===== src/rtl/spi_seq_pkg.sv =====
// Shared types for the SPI frame sequencer.
// Assumes: used by spi_frame_master and its submodules only.
package spi_seq_pkg;

    // Sequencer states: idle, lead-in half period, shifting, release wait, select gap
    typedef enum logic [2:0] {
        ST_IDLE  = 3'd0,
        ST_LEAD  = 3'd1,
        ST_SHIFT = 3'd2,
        ST_TRAIL = 3'd3,
        ST_GAP   = 3'd4
    } seq_state_t;

endpackage


===== src/rtl/spi_half_timer.sv =====
// Half-period timer: while run is high, pulses tick once every div system cycles.
// A div of 0 acts as 1. The count restarts at zero whenever run is low.
// Assumes: div is stable while run is high.
module spi_half_timer #(
    parameter int DIV_W = 8
) (
    input  logic             clk,
    input  logic             rst_n,
    input  logic             run,
    input  logic [DIV_W-1:0] div,
    output logic             tick
);

    logic [DIV_W-1:0] cnt_q;
    logic [DIV_W-1:0] limit;

    // Last count value of one half period
    always_comb begin
        if (div == '0) limit = '0;
        else           limit = div - DIV_W'(1);
    end

    assign tick = run && (cnt_q == limit);

    // Count system cycles inside the current half period
    always_ff @(posedge clk) begin
        if (!rst_n)           cnt_q <= '0;
        else if (!run || tick) cnt_q <= '0;
        else                   cnt_q <= cnt_q + DIV_W'(1);
    end

endmodule


===== src/rtl/spi_shift_unit.sv =====
// Transmit and receive shift registers of the frame sequencer.
// On load, the low nbits of load_word are moved to the top of the transmit
// register so that its MSB is the first bit out, and the receive register is cleared.
// Assumes: nbits is in 1..W; load and sample are never high together.
module spi_shift_unit #(
    parameter int W     = 16,
    parameter int LEN_W = 5
) (
    input  logic             clk,
    input  logic             rst_n,
    input  logic             load,
    input  logic [W-1:0]     load_word,
    input  logic [LEN_W-1:0] nbits,
    input  logic             shift_out,
    input  logic             sample,
    input  logic             miso,
    output logic             tx_bit,
    output logic [W-1:0]     rx_word
);

    logic [W-1:0] tx_q;
    logic [W-1:0] rx_q;

    // Transmit register: align the word on load, move it left on each launch
    always_ff @(posedge clk) begin
        if (!rst_n)         tx_q <= '0;
        else if (load)      tx_q <= load_word << (W - int'(nbits));
        else if (shift_out) tx_q <= {tx_q[W-2:0], 1'b0};
    end

    // Receive register: clear on load, shift MISO in at the LSB on each capture
    always_ff @(posedge clk) begin
        if (!rst_n)      rx_q <= '0;
        else if (load)   rx_q <= '0;
        else if (sample) rx_q <= {rx_q[W-2:0], miso};
    end

    assign tx_bit  = tx_q[W-1];
    assign rx_word = rx_q;

endmodule


===== src/rtl/spi_frame_master.sv =====
// SPI master frame sequencer, clock idle low, with a selectable clock phase.
// A frame is a lead-in half period, 2*N clock half periods and then either a
// release wait (phase 1), a select gap (phase 0, more words), or idle.
// Configuration is latched whenever a word is loaded.
// Assumes: the transmit queue presents its head word on tx_data while tx_valid is high,
// and advances by one entry on each cycle that tx_pop is high.
module spi_frame_master #(
    parameter int MAX_BITS = 16,
    parameter int MIN_BITS = 4,
    parameter int DIV_W    = 8,
    localparam int LEN_W   = $clog2(MAX_BITS + 1),
    localparam int HALF_W  = $clog2(2 * MAX_BITS)
) (
    input  logic                clk,
    input  logic                rst_n,
    input  logic                enable,
    input  logic                cpha,
    input  logic [LEN_W-1:0]    frame_bits,
    input  logic [DIV_W-1:0]    clk_div,
    input  logic                tx_valid,
    input  logic [MAX_BITS-1:0] tx_data,
    output logic                tx_pop,
    input  logic                miso,
    output logic                sck,
    output logic                cs_n,
    output logic                mosi,
    output logic                mosi_oe,
    output logic [MAX_BITS-1:0] rx_data,
    output logic                rx_valid
);
    import spi_seq_pkg::*;

    localparam logic [HALF_W:0] ONE_H = (HALF_W + 1)'(1);

    seq_state_t          state_q, state_d;
    logic [HALF_W-1:0]   half_q, half_d, half_inc;
    logic [HALF_W:0]     last_half;
    logic                cpha_q;
    logic [LEN_W-1:0]    nbits_q, nbits_in;
    logic [DIV_W-1:0]    div_q;
    logic                tick, more, at_last;
    logic                load, word_done, do_shift, do_sample;
    logic                tx_bit;
    logic [MAX_BITS-1:0] rx_word;

    // Clamp the requested word length into the supported range
    always_comb begin
        if (frame_bits < LEN_W'(MIN_BITS))      nbits_in = LEN_W'(MIN_BITS);
        else if (frame_bits > LEN_W'(MAX_BITS)) nbits_in = LEN_W'(MAX_BITS);
        else                                    nbits_in = frame_bits;
    end

    assign more      = enable && tx_valid;
    assign last_half = (HALF_W + 1)'({nbits_q, 1'b0}) - ONE_H;
    assign at_last   = ({1'b0, half_q} == last_half);
    assign half_inc  = half_q + HALF_W'(1);

    spi_half_timer #(.DIV_W(DIV_W)) u_timer (
        .clk   (clk),
        .rst_n (rst_n),
        .run   (state_q != ST_IDLE),
        .div   (div_q),
        .tick  (tick)
    );

    spi_shift_unit #(.W(MAX_BITS), .LEN_W(LEN_W)) u_shift (
        .clk       (clk),
        .rst_n     (rst_n),
        .load      (load),
        .load_word (tx_data),
        .nbits     (nbits_in),
        .shift_out (do_shift),
        .sample    (do_sample),
        .miso      (miso),
        .tx_bit    (tx_bit),
        .rx_word   (rx_word)
    );

    // Next-state, half-period index and shift/sample event decode
    always_comb begin
        state_d   = state_q;
        half_d    = half_q;
        load      = 1'b0;
        word_done = 1'b0;
        do_shift  = 1'b0;
        do_sample = 1'b0;
        case (state_q)
            ST_IDLE: begin
                if (more) begin
                    load    = 1'b1;
                    state_d = ST_LEAD;
                end
            end
            ST_LEAD: begin
                if (tick) begin
                    state_d   = ST_SHIFT;
                    half_d    = '0;
                    do_sample = !cpha_q;
                end
            end
            ST_SHIFT: begin
                if (tick) begin
                    if (at_last) begin
                        word_done = 1'b1;
                        half_d    = '0;
                        if (cpha_q) begin
                            if (more) load = 1'b1;
                            else      state_d = ST_TRAIL;
                        end else begin
                            state_d = more ? ST_GAP : ST_IDLE;
                        end
                    end else begin
                        half_d = half_inc;
                        if (half_inc[0]) begin
                            do_shift  = !cpha_q;
                            do_sample = cpha_q;
                        end else begin
                            do_shift  = cpha_q;
                            do_sample = !cpha_q;
                        end
                    end
                end
            end
            ST_TRAIL: begin
                if (tick) state_d = ST_IDLE;
            end
            ST_GAP: begin
                if (tick) begin
                    if (half_q == '0) begin
                        half_d = HALF_W'(1);
                    end else begin
                        half_d = '0;
                        if (more) begin
                            load    = 1'b1;
                            state_d = ST_LEAD;
                        end else begin
                            state_d = ST_IDLE;
                        end
                    end
                end
            end
            default: state_d = ST_IDLE;
        endcase
    end

    // Sequencer state and half-period index
    always_ff @(posedge clk) begin
        if (!rst_n) begin
            state_q <= ST_IDLE;
            half_q  <= '0;
        end else begin
            state_q <= state_d;
            half_q  <= half_d;
        end
    end

    // Latch the configuration whenever a word is loaded
    always_ff @(posedge clk) begin
        if (!rst_n) begin
            cpha_q  <= 1'b0;
            nbits_q <= LEN_W'(MIN_BITS);
            div_q   <= DIV_W'(1);
        end else if (load) begin
            cpha_q  <= cpha;
            nbits_q <= nbits_in;
            div_q   <= clk_div;
        end
    end

    // Hand out each completed receive word with a one-cycle strobe
    always_ff @(posedge clk) begin
        if (!rst_n) begin
            rx_data  <= '0;
            rx_valid <= 1'b0;
        end else begin
            rx_valid <= word_done;
            if (word_done) rx_data <= rx_word;
        end
    end

    assign tx_pop  = load;
    assign cs_n    = !((state_q == ST_LEAD) || (state_q == ST_SHIFT) || (state_q == ST_TRAIL));
    assign sck     = (state_q == ST_SHIFT) && !half_q[0];
    assign mosi_oe = !cs_n;
    assign mosi    = mosi_oe ? tx_bit : 1'b0;

endmodule


===== config.mk =====
export PLATFORM = sky130hd
export DESIGN_NAME = spi_frame_master
export DESIGN_NICKNAME = d
export VERILOG_FILES = /design/src/rtl/spi_seq_pkg.sv /design/src/rtl/spi_half_timer.sv /design/src/rtl/spi_shift_unit.sv /design/src/rtl/spi_frame_master.sv
export SDC_FILE = /design/constraint.sdc
export NUM_CORES = 1
export LEC_CHECK = 0
export BUFFER_PORTS_ARGS = -buffer_cell sky130_fd_sc_hd__buf_2
export CAP_MARGIN = 20
export CORE_UTILIZATION = 45
export CTS_BUF_LIST = sky130_fd_sc_hd__clkbuf_8
export CTS_CLUSTER_SIZE = 25
export DETAILED_ROUTE_END_ITERATION = 8
export PLACE_DENSITY = 0.71
export SYNTH_ARGS = -nofsm -noshare
export SYNTH_HDL_FRONTEND = slang
export SYNTH_HIERARCHICAL = 1
export SYNTH_SLANG_ARGS = --single-unit

===== constraint.sdc =====
create_clock -name clk -period 7.4 [get_ports clk]
set_clock_uncertainty 0.05 [all_clocks]
set_input_delay 1.48 -clock clk [delete_from_list [all_inputs] [get_ports clk]]
set_output_delay 1.48 -clock clk [all_outputs]
set_load 0.05 [all_outputs]

; Word-level counts from Yosys, hierarchy flattened
; Cells that the tools add are included.
[word_totals]
in_bits = 35
reg_bits = 79
out_inout_bits = 22
wordCells = 96
[op_classes]
muxes = 43
shifts = 1
n_bitwise = 1
reduce_logical = 20
n_eq_ne = 14
n_lt_le_gt_ge = 2
addsub = 5
[op_table]
columns = op, n
row1 = 16-bit 2-to-1 mux, 2
row2 = 16-bit by 32-bit << shifter with 16-bit output, 1
row3 = 3-bit 2-to-1 mux, 10
row4 = 5-bit 2-to-1 mux, 6
row5 = 1-bit 2-to-1 mux, 20
row6 = 3-bit one-hot mux with 5 select lines, 1
row7 = 5-bit one-hot mux with 3 select lines, 1
row8 = "8-bit by 1-bit adder with 8-bit output, second input constant", 1
row9 = 8-bit == test, 1
row10 = 8-bit zero test, 1
row11 = 8-bit 2-to-1 mux, 1
row12 = "2-bit by 1-bit != test with 1-bit output, second input constant", 4
row13 = 8-bit AND reduction, 1
row14 = "8-bit by 1-bit subtractor with 8-bit output, second input constant", 1
row15 = "3-bit by 2-bit == test with 1-bit output, second input constant", 2
row16 = 5-bit by 6-bit == test with 1-bit output, 1
row17 = "2-bit != test, second input constant", 3
row18 = 3-bit nonzero test, 2
row19 = "5-bit by 5-bit subtractor with 6-bit output, first input constant", 1
row20 = "6-bit by 1-bit subtractor with 6-bit output, second input constant", 1
row21 = "5-bit by 1-bit adder with 5-bit output, second input constant", 1
row22 = "5-bit > comparator, second input constant", 1
row23 = 5-bit zero test, 1
row24 = "5-bit by 3-bit < comparator with 1-bit output, second input constant", 1
row25 = other kinds (13), 21

; Logic depth before layout (Yosys ltp)
[depth]
ltp_word = 8
mapped_depth = 20
ltp_nobuf = 17

; By module
; Netlist, hierarchy kept.
[by_module_without_submodules]
columns = mod, cells_each, area_per_inst_um2, instances, seq_area_each_um2
row1 = spi_shift_unit, 254, 2194.6, 1, 640.6
row2 = spi_frame_master, 238, 2010.7, 1, 780.7
row3 = spi_half_timer, 95, 739.5, 1, 160.2

; Worst setup path before layout
; No wires, ideal clock.
[synth_path]
kind = flip-flop to flip-flop
start = register div_q[4]
end = register u_shift.tx_q[10]
setup_time_ps = 74
t_required_ps = 7276
path_buffers = 4
stages_incl_launch_ff = 20
arrival_time_ps = 4963
path_slack_ps = 2313
synth_period_minus_slack_ps = 5087
cell_sequence = dfxtp_1 -> buf_4 -> or4_4 -> o41a_1 -> or3_1 -> a2bb2oi_1 -> o2111a_1 -> buf_6 -> and2_1 -> inv_1 -> o21ai_0 -> nand4_1 -> buf_2 -> nand2_1 -> clkbuf_1 -> nand2b_1 -> mux2_4 -> nand2b_4 -> or4_1 -> a31oi_1
[synth_via]
elab_chain_len = 7
elab_cells_between_ends = 12
classes_between = 1 x add/sub / 1 x eq/ne / 7 x mux / 3 x reduce/logical
[synth_rtl]
columns = element, line_no
row1 = "start, declared", spi_frame_master.sv:40  ; logic [DIV_W-1:0] div_q;
row2 = "start signal, assigned", spi_frame_master.sv:166  ; div_q <= clk_div;
row3 = 8-bit by 1-bit subtractor with 8-bit output or 8-bit zero test (tied branches), "spi_half_timer.sv:20, spi_half_timer.sv:19"
row4 = 8-bit 2-to-1 mux (*), spi_half_timer.sv:19  ; if (div == '0) limit = '0;
row5 = 8-bit == test (*), spi_half_timer.sv:23  ; assign tick = run && (cnt_q == limit);
row6 = 1-bit logical AND (*), spi_half_timer.sv:23
row7 = named net tick, spi_frame_master.sv:41  ; logic tick, more, at_last;
row8 = 1-bit 2-to-1 mux (on tied branches), "spi_frame_master.sv:128, spi_frame_master.sv:102"
row9 = 1-bit one-hot mux with 3 select lines (*), spi_frame_master.sv:87  ; case (state_q)
row10 = named net tx_pop, spi_frame_master.sv:22  ; output logic tx_pop,
row11 = 16-bit 2-to-1 mux or 2-bit nonzero test (tied branches), n/a
row12 = "end signal, assigned", spi_shift_unit.sv:27  ; else if (load) tx_q <= load_word << (W - int'(nbits));
row13 = "end signal, assigned", spi_shift_unit.sv:28  ; else if (shift_out) tx_q <= {tx_q[W-2:0], 1'b0};
row14 = "end, declared", spi_shift_unit.sv:21  ; logic [W-1:0] tx_q;
; Mark *: on every way through the listed nets, which the timed path passes. The rest lies on a longest branch.
; A chain may end at the register's enable or synchronous reset.

; Worst setup path after layout
[layout_path]
start = register div_q[0]
end = output port tx_pop
[layout_via]
elab_chain_len = 6
elab_cells_between_ends = 8
classes_between = 1 x add/sub / 1 x eq/ne / 4 x mux / 2 x reduce/logical
[layout_rtl]
columns = element, line_no
row1 = 8-bit by 1-bit subtractor with 8-bit output or 8-bit zero test (tied branches), "spi_half_timer.sv:20, spi_half_timer.sv:19"
row2 = 8-bit 2-to-1 mux (*), spi_half_timer.sv:19
row3 = 8-bit == test (*), spi_half_timer.sv:23
row4 = 1-bit logical AND (*), spi_half_timer.sv:23
row5 = named net tick, spi_frame_master.sv:41
row6 = 1-bit 2-to-1 mux (on tied branches), "spi_frame_master.sv:128, spi_frame_master.sv:102"
row7 = 1-bit one-hot mux with 3 select lines (*), spi_frame_master.sv:87
row8 = "end, declared", spi_frame_master.sv:22
; Marks and branches as above.

==> results.json <==
{
  "path_clk_slew_ns": 0.08,
  "rsz0062_at_grt": "false",
  "final_cell_mix": "dfxtp_1 (79), nor2_1 (62), buf_2 (56)",
  "cts-buffers-inserted": 9,
  "syn2layout_area_growth_pct": 10.5,
  "p_per_area_nw_per_um2": 201,
  "synth_seq_cells": 79,
  "cp.arrival_ns": 5.34,
  "n_fill_cell": 954,
  "synth_fa_ha_area_frac": 0.0152,
  "post_cts_resized": 0,
  "row_count": 37,
  "worstSkewPairLatency_ns": 0.35,
  "crit_path_end_kind": "primary output",
  "fin_nets": 660,
  "top_level_ports": 57,
  "syn_area_um2": 4940,
  "grt_pass1_wl_um": 19300,
  "grt_pass1_vias": 4054,
  "synthMuxAreaShare": 0.133,
  "leakagePower_nw": 2.21,
  "cts_setup_buffers": 0,
  "cts_tree": "done",
  "synth_enable_flop_cells": 0,
  "die_y_um": 107,
  "setup_violations": 0,
  "cts_buffer_depth": 2,
  "crit_slowest_cell": "nand2_1",
  "yosys_warnings": 6,
  "portBuffers": 56,
  "reg2reg_slack_ns": 1.31,
  "synthesis.nets": 628,
  "grt_max_degree": 34,
  "chipWidth_um": 107,
  "layout-drive-gt1-share": 0.176,
  "crit_fanout": 19,
  "antenna_found_initial": 0,
  "ir_drop_mv": 0.0889,
  "yosys.area_share.simple": 0.213,
  "ant_nets": 0,
  "post-route-drc-count": 0,
  "grt_overflow": 0,
  "layout_commonest_cell": "dfxtp_1",
  "cap_violations": 0,
  "slowest_delay_ns": 0.72,
  "design_area_um2": 5460,
  "synthArstFlopShare": 0,
  "period_needed_ns": 6.87,
  "placed_cell_area_um2": 5220,
  "synth-main-ff-cell": "dfxtp_1",
  "startpoint_type": "flop",
  "hold_buffers": 0,
  "root_buffer": "clkbuf_8",
  "numClockSinks": 79,
  "drtIter0Drc": 265,
  "fp.coreArea_um2": 10500,
  "period_share": 0.928,
  "max_slew_margin": 0.304,
  "worst-path-buf-inv": 2,
  "fmax_mhz": 146,
  "worstMarginPinSlew_ns": 1.04,
  "synth_compound_area_frac": 0.208,
  "min_path_type": "reg2reg",
  "hold_violations": 0,
  "drv_slew": 0,
  "num_vias": 4453,
  "critPathKind": "reg2out",
  "gp_congestion": 0.875,
  "antenna_cells": 0,
  "start_util": 0.471,
  "htree_levels": 3,
  "ys_types": 81,
  "critical-path-top-delay-family": "simple AND/OR/NAND/NOR gates",
  "cp.required_ns": 5.87,
  "hpwlAfterDp_um": 8370,
  "dieArea_um2": 11400,
  "synth_top_cell_area_share": 0.320,
  "post_drt_via_cell_ratio": 5.86,
  "synth_top_family_by_area": "simple AND/OR/NAND/NOR gates",
  "synth_area_per_cell_um2": 8.42,
  "status": "completed",
  "synth.area.top_cells": "dfxtp_1 (32%), mux2i_1 (11%), nor2_1 (4.8%)",
  "grt.total_usage": 0.207,
  "routedWlPerCell_um": 15.4,
  "wl_um": 11700,
  "seq_area_frac_synth": 0.320,
  "synth_cells": 587,
  "fin_setup_tns_ns": 0,
  "path_cells": "nor3_1 -> or4b_1 -> a311oi_1 -> a211o_1 -> o2111a_1 -> and2_1 -> inv_1 -> o21ai_0 -> nand4_1 -> nand2_1 -> buf_2",
  "synth_area_leader_cell": "dfxtp_1",
  "drt_first_pass_iters": 5,
  "synthXorXnorAreaFrac": 0.0405
}
## worst min-delay path, stage by stage, from the launching register on
cell and delay [ns]:
dfxtp_1 0.33, mux2i_1 0.07, nor2_1 0.07
## where the power goes
| part | total (mW) | switching [mW] | internal, mW |
|---|---|---|---|
| Sequential | 0.463 | 0.0211 | 0.442 |
| Clock | 0.368 | 0.166 | 0.202 |
| Combinational | 0.267 | 0.165 | 0.102 |
| Total | 1.10 | 0.352 | 0.746 |
## logic make-up (layout without fill, tap and decap cells)
kind of cell,Yosys count,after routing
AND/OR/NAND/NOR,200,200
AO/OA/AOI/OAI,145,145
adder cells (fa/ha/maj),6,6
buffers and inverters,74,111
multiplexers,61,61
XOR/XNOR,22,22
flip-flops,79,79
## registers in the layout, summed over array words and instances (netlist names)
name             flops
nbits_q              5
u_shift/tx_q        16
u_timer/cnt_q        8
rx_data             16
half_q               5
div_q                8
state_q              3
rx_valid             1
cpha_q               1
u_shift/rx_word     16
## synth_stat cells (4+ instances only)
| cell type | number |
|---|---|
| nor3_1 | 18 |
| nor2b_1 | 8 |
| xor2_1 | 6 |
| inv_1 | 31 |
| mux2i_1 | 52 |
| and2_1 | 4 |
| nand3_1 | 30 |
| o22ai_1 | 6 |
| nand2b_1 | 5 |
| a31oi_1 | 13 |
| a211o_1 | 4 |
| o221ai_1 | 4 |
| and3_1 | 5 |
| nor2_1 | 63 |
| mux2_2 | 5 |
| ha_1 | 6 |
| o2bb2ai_1 | 10 |
| or3_1 | 5 |
| dfxtp_1 | 79 |
| a21oi_1 | 35 |
| xnor2_1 | 15 |
| nand2_1 | 32 |
| buf_2 | 7 |
| buf_6 | 6 |
| o21ai_0 | 25 |
| nor3b_1 | 4 |
| buf_4 | 4 |
| clkbuf_1 | 21 |
## through the flow
step | util | total power [mW] | instances | worst slack [ns] | hold WS (ns)
6_report | 0.520 | 1.10 | 760 | 0.531 | 0.443
5_1_grt | 0.520 | 1.15 | 760 | 0.0423 | 0.478
4_1_cts | 0.519 | 1.10 | 758 | 0.479 | 0.451
3_5_place_dp | 0.497 | 0.735 | 742 | 0.862 | 0.431
3_3_place_gp | 0.497 | 0.730 | 742 | 1.25 | 0.424
2_1_floorplan | - | 0.681 | 587 | 2.31 | 0.394
## area by class of cell
| type | instances | area (um2) | area share |
|---|---|---|---|
| Sequential cell | 79 | 1580 | 0.289 |
| Clock buffer | 10 | 138 | 0.0252 |
| Multi-Input combinational cell | 434 | 3030 | 0.555 |
| Clock inverter | 6 | 90.1 | 0.0165 |
| Timing Repair Buffer | 63 | 333 | 0.0609 |
| Inverter | 32 | 120 | 0.0220 |
| Tap cell | 136 | 170 | 0.0311 |
## final timing paths
check / startpoint / end / cells past startpoint
setup / recovery: div_q[0]$_SDFFE_PN1P_ / tx_pop / 11
hold / removal: rx_data[11]$_SDFFE_PN0P_ / rx_data[11]$_SDFFE_PN0P_ / 2
setup reg to reg: div_q[0]$_SDFFE_PN1P_ / u_shift/tx_q[6]$_SDFFE_PN0P_ / 15
hold reg to reg: rx_data[11]$_SDFFE_PN0P_ / rx_data[11]$_SDFFE_PN0P_ / 2
## layer usage
metal	part of all wire	global-route usage	up-vias
met3	0.046	0.0334	17
li1	-	-	2197
met2	0.47	0.342	128
met1	0.46	0.277	2111
met5	0	0	-
met4	0.016	0.0626	0
No activity file was read; power rests on OpenSTA's default activity.
